===== config.mk =====
export PLATFORM = sky130hd
export DESIGN_NAME = intr_frame_pusher
export DESIGN_NICKNAME = d
export VERILOG_FILES = /design/src/rtl/ifp_pkg.sv /design/src/rtl/ifp_ctrl.sv /design/src/rtl/ifp_datapath.sv /design/src/rtl/intr_frame_pusher.sv
export SDC_FILE = /design/constraint.sdc
export NUM_CORES = 1
export LEC_CHECK = 0
export BUFFER_PORTS_ARGS = -buffer_cell sky130_fd_sc_hd__buf_2
export CORE_AREA = 5 5 218 220
export DETAILED_ROUTE_END_ITERATION = 10
export DIE_AREA = 0 0 223 225
export PLACE_DENSITY = 0.63
export SLEW_MARGIN = 15
export SYNTH_ARGS = -nofsm -noshare
export SYNTH_HDL_FRONTEND = slang
export SYNTH_SLANG_ARGS = --single-unit

===== constraint.sdc =====
create_clock -name clk -period 4.2 [get_ports clk]
set_input_delay 0.21 -clock clk [delete_from_list [all_inputs] [get_ports clk]]
set_output_delay 0.21 -clock clk [all_outputs]
set_load 0.02 [all_outputs]

===== src/rtl/ifp_pkg.sv =====
package ifp_pkg;
  typedef enum logic [2:0] {
    STEP_SS    = 3'd0,
    STEP_RSP   = 3'd1,
    STEP_FLAGS = 3'd2,
    STEP_CS    = 3'd3,
    STEP_RIP   = 3'd4,
    STEP_ERR   = 3'd5
  } stepT;

  localparam logic [1:0] SRC_INTERNAL = 2'd0;

  typedef struct packed {
    logic load;
    logic advance;
    stepT step;
  } ctrlStrobeT;
endpackage


===== src/rtl/ifp_ctrl.sv =====
module ifp_ctrl
  import ifp_pkg::*;
#(
  parameter int SRC_W = 2
) (
  input  logic             clk,
  input  logic             rstN,
  input  logic             start,
  input  logic             longMode,
  input  logic             cplChange,
  input  logic             errValid,
  input  logic [SRC_W-1:0] evtSrc,
  input  logic             wrReady,
  output ctrlStrobeT       strobe,
  output logic             wrValid,
  output logic             busy,
  output logic             done
);
  logic running;
  stepT step;
  logic pushErrQ;
  logic doneQ;
  logic accept;
  logic atLast;
  stepT firstStep;
  stepT lastStep;

  assign firstStep = (longMode || cplChange) ? STEP_SS : STEP_FLAGS;
  assign lastStep  = pushErrQ ? STEP_ERR : STEP_RIP;
  assign accept    = running && wrReady;
  assign atLast    = (step == lastStep);

  always_ff @(posedge clk) begin
    if (!rstN) begin
      running  <= 1'b0;
      step     <= STEP_SS;
      pushErrQ <= 1'b0;
      doneQ    <= 1'b0;
    end else begin
      doneQ <= accept && atLast;
      if (start && !running) begin
        running  <= 1'b1;
        step     <= firstStep;
        pushErrQ <= errValid && (evtSrc == SRC_W'(SRC_INTERNAL));
      end else if (accept) begin
        if (atLast) running <= 1'b0;
        else        step    <= stepT'(step + 3'd1);
      end
    end
  end

  assign strobe.load    = start && !running;
  assign strobe.advance = accept;
  assign strobe.step    = step;
  assign wrValid        = running;
  assign busy           = running;
  assign done           = doneQ;

  // a stalled store keeps its position in the sequence
  p_stall_hold_r9: assert property (@(posedge clk) disable iff (!rstN)
    (wrValid && !wrReady) |=> (wrValid && $stable(step)));

  // completion only follows an accepted store
  p_done_after_accept_r10: assert property (@(posedge clk) disable iff (!rstN)
    done |-> $past(wrValid && wrReady));

  // the pulse lasts one cycle
  p_done_single_r10: assert property (@(posedge clk) disable iff (!rstN)
    done |=> !done);

  // a start during a frame does not restart the step
  p_no_restart_r1: assert property (@(posedge clk) disable iff (!rstN)
    (running && start && !wrReady) |=> $stable(step));
endmodule


===== src/rtl/ifp_datapath.sv =====
module ifp_datapath
  import ifp_pkg::*;
#(
  parameter int ADDR_W = 64,
  parameter int DATA_W = 64,
  parameter int SEL_W  = 16,
  parameter int ERR_W  = 32,
  parameter int SIZE_W = 4
) (
  input  logic              clk,
  input  logic              rstN,
  input  ctrlStrobeT        strobe,
  input  logic              wrValid,
  input  logic              wrReady,
  input  logic              done,
  input  logic              longMode,
  input  logic              gateWide,
  input  logic              cplChange,
  input  logic [ERR_W-1:0]  errCode,
  input  logic [SEL_W-1:0]  oldSs,
  input  logic [ADDR_W-1:0] oldRsp,
  input  logic [DATA_W-1:0] oldRflags,
  input  logic [SEL_W-1:0]  oldCs,
  input  logic [ADDR_W-1:0] oldRip,
  input  logic [ADDR_W-1:0] newRsp,
  input  logic [SEL_W-1:0]  newSs,
  output logic [ADDR_W-1:0] wrAddr,
  output logic [DATA_W-1:0] wrData,
  output logic [SIZE_W-1:0] wrSize,
  output logic [ADDR_W-1:0] finalRsp,
  output logic [SEL_W-1:0]  finalSs
);
  localparam int ALIGN_BITS = 4;

  logic              modeQ, wideQ, cplQ;
  logic [SEL_W-1:0]  ssQ, csQ, finalSsQ;
  logic [ADDR_W-1:0] rspQ, ripQ, spQ;
  logic [DATA_W-1:0] flagsQ;
  logic [ERR_W-1:0]  errQ;
  logic [ADDR_W-1:0] baseSp;
  logic [ADDR_W-1:0] startSp;
  logic [SEL_W-1:0]  nextSs;
  logic [DATA_W-1:0] rawData;
  logic [DATA_W-1:0] widthMask;

  assign baseSp  = cplChange ? newRsp : oldRsp;
  assign startSp = longMode ? {baseSp[ADDR_W-1:ALIGN_BITS], {ALIGN_BITS{1'b0}}} : baseSp;

  always_comb begin
    if (!cplChange)    nextSs = oldSs;
    else if (longMode) nextSs = '0;
    else               nextSs = newSs;
  end

  always_ff @(posedge clk) begin
    if (!rstN) begin
      modeQ    <= 1'b0;
      wideQ    <= 1'b0;
      cplQ     <= 1'b0;
      ssQ      <= '0;
      csQ      <= '0;
      rspQ     <= '0;
      ripQ     <= '0;
      flagsQ   <= '0;
      errQ     <= '0;
      spQ      <= '0;
      finalSsQ <= '0;
    end else if (strobe.load) begin
      modeQ    <= longMode;
      wideQ    <= gateWide;
      cplQ     <= cplChange;
      ssQ      <= oldSs;
      csQ      <= oldCs;
      rspQ     <= oldRsp;
      ripQ     <= oldRip;
      flagsQ   <= oldRflags;
      errQ     <= errCode;
      spQ      <= startSp;
      finalSsQ <= nextSs;
    end else if (strobe.advance) begin
      spQ <= wrAddr;
    end
  end

  always_comb begin
    if (modeQ)      wrSize = SIZE_W'(8);
    else if (wideQ) wrSize = SIZE_W'(4);
    else            wrSize = SIZE_W'(2);
  end

  always_comb begin
    case (wrSize)
      SIZE_W'(8): widthMask = '1;
      SIZE_W'(4): widthMask = DATA_W'({32{1'b1}});
      default:    widthMask = DATA_W'({16{1'b1}});
    endcase
  end

  always_comb begin
    case (strobe.step)
      STEP_SS:    rawData = DATA_W'(ssQ);
      STEP_RSP:   rawData = DATA_W'(rspQ);
      STEP_FLAGS: rawData = flagsQ;
      STEP_CS:    rawData = DATA_W'(csQ);
      STEP_RIP:   rawData = DATA_W'(ripQ);
      default:    rawData = DATA_W'(errQ);
    endcase
  end

  assign wrData   = rawData & widthMask;
  assign wrAddr   = spQ - ADDR_W'(wrSize);
  assign finalRsp = spQ;
  assign finalSs  = finalSsQ;

  // a stalled store keeps its payload
  p_payload_stable_r9: assert property (@(posedge clk) disable iff (!rstN)
    (wrValid && !wrReady) |=> ($stable(wrAddr) && $stable(wrData) && $stable(wrSize)));

  // 64-bit stores are eight bytes at eight-byte addresses
  p_long_align_r2: assert property (@(posedge clk) disable iff (!rstN)
    (wrValid && modeQ) |-> (wrSize == SIZE_W'(8) && wrAddr[2:0] == 3'd0));

  // consecutive stores in one frame are adjacent
  p_addr_step_r8: assert property (@(posedge clk) disable iff (!rstN)
    (wrValid && wrReady) |=> (!wrValid || wrAddr == $past(wrAddr) - ADDR_W'($past(wrSize))));

  // narrow legacy stores carry no upper bits
  p_narrow_zero_r5: assert property (@(posedge clk) disable iff (!rstN)
    (wrValid && !modeQ && !wideQ) |-> (wrData[DATA_W-1:16] == '0));

  // 64-bit privilege change yields the null selector
  p_null_ss_r11: assert property (@(posedge clk) disable iff (!rstN)
    (done && modeQ && cplQ) |-> (finalSs == '0));
endmodule


===== src/rtl/intr_frame_pusher.sv =====
module intr_frame_pusher
  import ifp_pkg::*;
#(
  parameter int ADDR_W = 64,
  parameter int DATA_W = 64,
  parameter int SEL_W  = 16,
  parameter int ERR_W  = 32,
  parameter int SRC_W  = 2,
  parameter int SIZE_W = 4
) (
  input  logic              clk,
  input  logic              rstN,
  input  logic              start,
  input  logic              longMode,
  input  logic              gateWide,
  input  logic              cplChange,
  input  logic [SRC_W-1:0]  evtSrc,
  input  logic              errValid,
  input  logic [ERR_W-1:0]  errCode,
  input  logic [SEL_W-1:0]  oldSs,
  input  logic [ADDR_W-1:0] oldRsp,
  input  logic [DATA_W-1:0] oldRflags,
  input  logic [SEL_W-1:0]  oldCs,
  input  logic [ADDR_W-1:0] oldRip,
  input  logic [ADDR_W-1:0] newRsp,
  input  logic [SEL_W-1:0]  newSs,
  output logic              wrValid,
  input  logic              wrReady,
  output logic [ADDR_W-1:0] wrAddr,
  output logic [DATA_W-1:0] wrData,
  output logic [SIZE_W-1:0] wrSize,
  output logic              busy,
  output logic              done,
  output logic [ADDR_W-1:0] finalRsp,
  output logic [SEL_W-1:0]  finalSs
);
  ctrlStrobeT strobe;

  ifp_ctrl #(.SRC_W(SRC_W)) u_ctrl (
    .clk(clk), .rstN(rstN), .start(start), .longMode(longMode),
    .cplChange(cplChange), .errValid(errValid), .evtSrc(evtSrc),
    .wrReady(wrReady), .strobe(strobe), .wrValid(wrValid),
    .busy(busy), .done(done)
  );

  ifp_datapath #(
    .ADDR_W(ADDR_W), .DATA_W(DATA_W), .SEL_W(SEL_W),
    .ERR_W(ERR_W), .SIZE_W(SIZE_W)
  ) u_dp (
    .clk(clk), .rstN(rstN), .strobe(strobe), .wrValid(wrValid),
    .wrReady(wrReady), .done(done), .longMode(longMode),
    .gateWide(gateWide), .cplChange(cplChange), .errCode(errCode),
    .oldSs(oldSs), .oldRsp(oldRsp), .oldRflags(oldRflags),
    .oldCs(oldCs), .oldRip(oldRip), .newRsp(newRsp), .newSs(newSs),
    .wrAddr(wrAddr), .wrData(wrData), .wrSize(wrSize),
    .finalRsp(finalRsp), .finalSs(finalSs)
  );
endmodule


==> impl_metrics.toml, run 1 <==
[run_status]
status = "finished, final reports clean"

[worst_setup_path]
end_kind = "output pin"
r2r_slack_ns = 0.82
cp_num_buf_inv = 2
r2r_start = "u_dp.modeQ$_SDFFE_PN0P_"
crit_path_cell_trace = "nor2_1 -> buf_4 -> ha_1 -> fa_1 -> nor2b_1 -> or4_1 -> nor4_2 -> nand2_1 -> xnor2_1 -> buf_2"
slowest_stage = "or4_1"
r2r_cells = 9
critPathRequiredTime_ns = 3.99
r2r-end = "u_dp.finalRsp[37]$_SDFFE_PN0P_"
cp.arrival_ns = 3.65
critPathKind = "reg2out"
crit_start = "u_dp.modeQ$_SDFFE_PN0P_"
cp_top_family = "simple AND/OR/NAND/NOR gates"
startpoint_type = "flop"
worstPathMaxFanout = 18
worst-path-stages = 10
cpPeakStageDelay_ns = 0.58
crit_end = "wrAddr[31]"

[cts]
cts_buffers = 40
htreeDepth = 2
clock-sinks = 344
cts.path.max_buffers = 3
cts-resized-gates = 0
cts-root-buf = "clkbuf_16"
cts_tree = "built"
clock_latency_ns = 0.55
clk_pin_slew_ns = 0.06

[cells_and_area]
syn2layout_area_growth_pct = 40.6
fin_area_um2 = 24900
drive_gt1_frac = 0.244
fin_util = 0.552
register_area_um2 = 6890
nets = 3267
multi_input_area_um2 = 10000
fillCellCount = 4175

[floorplan]
floorplan.initialDensity = 0.393
die_area_um2 = 50200
dieHeight_um = 225
coreArea_um2 = 45100
io_pins = 561
row_count = 78
die_w_um = 223

[global_routing]
grt_use_total = 0.298
grt_max_degree = 184
grt_antenna_before_repair = 15
grt_pass1_vias = 19314
grt_pass1_wl_mm = 118
grt-ovfl-total = 0

[logic_synthesis]
ys_top_cells_by_area = "dfxtp_1 39%, nand2_1 13%, a21boi_0 11%, clkbuf_1 3.8%, xnor2_1 2.6%"
synthCells = 2216
synth-edff-count = 0
synth.distinct_cells = 70
ys_ff_latch = 344
synth_top_area_share = 0.389
yosysSeqAreaShare = 0.389
syn_area_um2 = 17700
avgSynthCellArea_um2 = 8.00
synth_async_sr_flop_share = 0
synth_common_cells = "600 x nand2_1, 344 x dfxtp_1, 259 x a21boi_0"
syn_nets = 2571
yosysMostFrequentCell = "nand2_1"
yosys.area.top_type = "dfxtp_1"
synth-main-ff-cell = "dfxtp_1"
yosysWarningCount = 0

[routing]
drtAntennaViolNets = 0
vias = 20063
routed_wl_mm = 79.9
met1_length_mm = 34.2
top_layer = "met4"
wl_per_cell_um = 22.5
first_pass_iters = 6
wl_met2_mm = 35.8
drc = 0
wl_met3_mm = 6.61
drt_iter0_drc = 2156
vias_per_cell = 5.64

[sta]
fmax_mhz = 259
hold_viol_final = 0
timing.hold.ws_ns = 0.0384
final.period_utilization = 0.919
worstMarginPinSlew_ns = 1.12
final.setup.tns_ns = 0
slew_headroom = 0.245
rsz0062_at_grt = "false"
setup_violations = 0
drv_slew = 0
clock_skew_ns = 0.0108
timing.final.crit_period_ns = 3.86

[power_and_ir_drop]
power.leakage_nw = 10.3
power.total_w = 0.00938
ir_drop_v = 0.000258
power_density_nw_per_um2 = 377

[job]
cap_violations = 0

[placed_design]
hpwlAfterDp_mm = 56.2
place.gp.congestion = 0.974
placement.cell_area_um2 = 20800
port_buffers = 559

[hold_path]
min_path_cells = 4
hp-class = "in2reg"
[layer usage]
layer / track usage / vias up
met5: 0 / -
met4: 0.122 / 0
met3: 0.0491 / 200
met2: 0.463 / 1105
met1: 0.413 / 9564
li1: - / 9194
[stage by stage]
| stage | worst slack (ns) | std cells |
|---|---|---|
| 3_5_place_dp | 0.919 | 3201 |
| 3_3_place_gp | 0.993 | 3201 |
| 5_1_grt | 0.218 | 3553 |
| 2_1_floorplan | 0.699 | 2216 |
| 4_1_cts | 0.370 | 3540 |
| 6_report | 0.341 | 3557 |
[worst min-delay path by stage]
stage,slack (ns),start,endpoint
after CTS,0.002,oldRsp[23],u_dp.rspQ[23]$_SDFFE_PN0P_
final,0.04,evtSrc[0],u_ctrl.pushErrQ$_SDFFE_PN0P_
after global routing,0.04,evtSrc[0],u_ctrl.pushErrQ$_SDFFE_PN0P_
after detailed placement,0.46,u_dp.flagsQ[9]$_SDFFE_PN0P_,u_dp.flagsQ[9]$_SDFFE_PN0P_
after global placement,0.45,u_dp.flagsQ[5]$_SDFFE_PN0P_,u_dp.flagsQ[5]$_SDFFE_PN0P_
after floorplan,0.35,oldCs[0],u_dp.csQ[0]$_SDFFE_PN0P_
[worst reg2reg max path: stages (launching register included)]
cell,delay [ns]
dfxtp_1,0.36
nor2_1,0.11
buf_4,0.27
ha_1,0.27
fa_1,0.23
nor2b_1,0.16
or4_1,0.76
or4_1,0.56
or4_1,0.42
a31oi_1,0.17
[power breakdown]
part	total [W]	leakage [nW]	internal [W]	switching [W]
logic	0.00207	6.84	0.000821	0.00125
clock network	0.00362	0.656	0.00218	0.00143
registers	0.00370	2.83	0.00347	0.000224
total	0.00938	10.3	0.00648	0.00290
[cell type report]
class / count / area share
multi-input cells: 1653 / 0.401
flip-flops and latches: 344 / 0.276
repair buffers: 863 / 0.234
clock buffers: 58 / 0.0470
well taps: 600 / 0.0301
clock inverters: 12 / 0.00723
diodes: 17 / 0.00171
inverters: 10 / 0.00151
[kinds of logic after synthesis]
group,count (synthesis),share of synthesized area
AND/OR/NAND/NOR,916,0.236
AO/OA/AOI/OAI,577,0.238
flip-flops,344,0.389
buffers and inverters,219,0.0491
XOR/XNOR,85,0.0420
multiplexers,65,0.0395
adder cells (fa/ha/maj),9,0.00678
other,1,0.000212
[placed cells by master, fill, tap and decap left out, drive strengths merged, types with 45 or more instances in the layout]
master       instances
a21oi               58
xnor2               52
nand2              600
dlygate4sd3        269
clkbuf              59
dfxtp              344
a21boi             260
buf                593
a22oi               49
nor2                68
o21ai               45
nor3                47
[timing repair]
action,4_1_cts,5_1_grt
buffers inserted,0,0
hold buffers,269,0
endpoints found under the hold margin,269,0
[registers in the layout, indices dropped and copies added, names as in the netlist, 3 cells and up]
| signal | cells |
|---|---|
| u_dp.finalSs | 16 |
| u_dp.csQ | 16 |
| u_dp.flagsQ | 64 |
| u_dp.ripQ | 64 |
| u_dp.rspQ | 64 |
| u_dp.ssQ | 16 |
| u_dp.finalRsp | 64 |
| u_ctrl.step | 3 |
| u_dp.errQ | 32 |
(Power assumes the default switching activity.)
==> run 2: changes to the inputs <==
--- a/config.mk
+++ b/config.mk
@@ -9,6 +9,7 @@
 export CORE_AREA = 5 5 218 220
 export DETAILED_ROUTE_END_ITERATION = 10
 export DIE_AREA = 0 0 223 225
+export GPL_TIMING_DRIVEN = 0
 export PLACE_DENSITY = 0.63
 export SLEW_MARGIN = 15
 export SYNTH_ARGS = -nofsm -noshare
==> run 2 against run 1 <==
Effect of this change: sequential share of layout area shrank 0.66 points; highest routed layer is now met5; sequential power is essentially flat; die area is the same; clock skew grew 0.011 ns; count of clock-buffer cells in the layout is the same; clock power grew 5%; routed wire length grew 16%; utilization grew 1.4 points; critical path depth grew 3; fmax shrank 6.3%; combinational power grew 8%.
==> impl_metrics.toml, run 2 (synthesis results as in run 1) <==
[run_status]
status = "finished, final reports clean"

[worst_setup_path]
cp.arrival_ns = 3.91
cpMostUsedCell = "buf_4"
cpPeakStageDelay_ns = 0.58
slowest_stage = "or4_4"
crit_path_cell_trace = "nor2_4 -> clkbuf_8 -> ha_1 -> fa_1 -> nor2b_1 -> clkbuf_1 -> or4_4 -> nor3_4 -> buf_4 -> buf_4 -> nand3_1 -> xnor2_2 -> buf_2"
worstPathMaxFanout = 11
startpoint_type = "flop"
cp_top_family = "simple AND/OR/NAND/NOR gates"
critPathKind = "reg2out"
end_kind = "output pin"
cp_num_buf_inv = 5
critPathRequiredTime_ns = 3.99

[global_routing]
grt_max_degree = 14
grt-ovfl-total = 0
grt_pass1_vias = 21013
grt_pass1_wl_mm = 134
grt_use_total = 0.347
grt_antenna_before_repair = 14

[routing]
wl_met3_mm = 8.54
wl_per_cell_um = 24.8
vias = 21265
drc = 0
first_pass_iters = 9
wl_met2_mm = 42.4
routed_wl_mm = 92.8
drtAntennaViolNets = 0
vias_per_cell = 5.69
met1_length_mm = 36.6
drt_iter0_drc = 2254
top_layer = "met5"

[cts]
clock-sinks = 344
clock_latency_ns = 0.58
cts.path.max_buffers = 3
cts_tree = "built"
htreeDepth = 2
cts_buffers = 40
cts-root-buf = "clkbuf_16"
clk_pin_slew_ns = 0.06

[sta]
final.period_utilization = 0.981
final.setup.tns_ns = 0
drv_slew = 0
slew_headroom = 0.205
setup_violations = 0
clock_skew_ns = 0.0213
worstMarginPinSlew_ns = 1.19
hold_viol_final = 0
timing.final.crit_period_ns = 4.12
fmax_mhz = 243

[placed_design]
port_buffers = 557
hpwlAfterDp_mm = 70.6
place.gp.congestion = 0.970

[floorplan]
row_count = 78
coreArea_um2 = 45100
dieHeight_um = 225
floorplan.initialDensity = 0.393
die_w_um = 223
io_pins = 561
die_area_um2 = 50200

[cells_and_area]
multi_input_area_um2 = 10000
register_area_um2 = 6890
final_cell_mix = "600 x nand2_1, 561 x buf_2, 344 x dfxtp_1"
drive_gt1_frac = 0.224
nets = 3446
syn2layout_area_growth_pct = 44.0
fillCellCount = 4184
final_common_cell = "nand2_1"

[hold_path]
hp-class = "in2reg"

[job]
cap_violations = 0

[power_and_ir_drop]
power_density_nw_per_um2 = 381
power.total_w = 0.00972
power.leakage_nw = 10.5
ir_drop_v = 0.000251
## run 2: cell types whose count changed in the layout (fill, tap and decap cells not counted), moves of 4 or more
cell,delta
clkbuf_1,+177
buf_1,+16
buf_2,+4
buf_12,-6
dlygate4sd3_1,+6
buf_4,-23
## run 2: where the power goes
group          internal, W  switching [W]  leakage [nW]  total (W)
clock              0.00229        0.00151         0.690    0.00380
sequential         0.00347       0.000208          2.83    0.00368
combinational     0.000846        0.00139          6.98    0.00224
total              0.00661        0.00311          10.5    0.00972
## run 2: path summary, 6_finish.rpt
| kind | slack [ns] | from | end | cells past startpoint |
|---|---|---|---|---|
| hold / removal | 0.03 | newSs[10] | u_dp.finalSs[10]$_SDFFE_PN0P_ | 3 |
| setup / recovery | 0.08 | u_dp.wideQ$_SDFFE_PN0P_ | wrAddr[49] | 13 |
| setup reg to reg | 0.31 | u_dp.wideQ$_SDFFE_PN0P_ | u_dp.finalRsp[49]$_SDFFE_PN0P_ | 11 |
| hold reg to reg | 0.46 | u_dp.flagsQ[27]$_SDFFE_PN0P_ | u_dp.flagsQ[27]$_SDFFE_PN0P_ | 2 |
## run 2: worst min-delay path, stage by stage
cell and delay, ns:
buf_2 0.08, a221oi_1 0.08, nor3b_1 0.17
## run 2: metrics by stage
step           instances   util  worst slack, ns  cell area (um2)  hold slack, ns
6_report            3738  0.566           0.0799            25500          0.0265
5_1_grt             3732  0.566         -0.00944            25500          0.0392
4_1_cts             3721  0.564           0.0306            25400         0.00850
3_5_place_dp        3373  0.471           -0.334            21300           0.457
3_3_place_gp        3373  0.471           -0.318            21300           0.451
2_1_floorplan       2216      -            0.699            17700           0.355
## run 2: per-layer routing
layer | vias up | global-route usage
met2 | 1315 | 0.565
met3 | 317 | 0.0710
li1 | 9554 | -
met4 | 6 | 0.180
met1 | 10073 | 0.437
met5 | - | 0
## run 2: what timing repair did
item / in CTS / in global routing
pin swaps: 0 / 1
hold buffers: 275 / 0
endpoints found under the setup margin: 61 / 18
cloned: 0 / 0
resized for setup: 10 / 5
hold endpoints to repair: 275 / 0
setup buffers: 0 / 1
## run 2: layout make-up
type | instances | area share
clock inverters | 15 | 0.00941
clock buffers | 58 | 0.0455
flip-flops and latches | 344 | 0.270
plain buffers | 209 | 0.0332
diodes | 16 | 0.00157
well taps | 600 | 0.0294
repair buffers | 833 | 0.217
multi-input cells | 1653 | 0.392
inverters | 10 | 0.00147
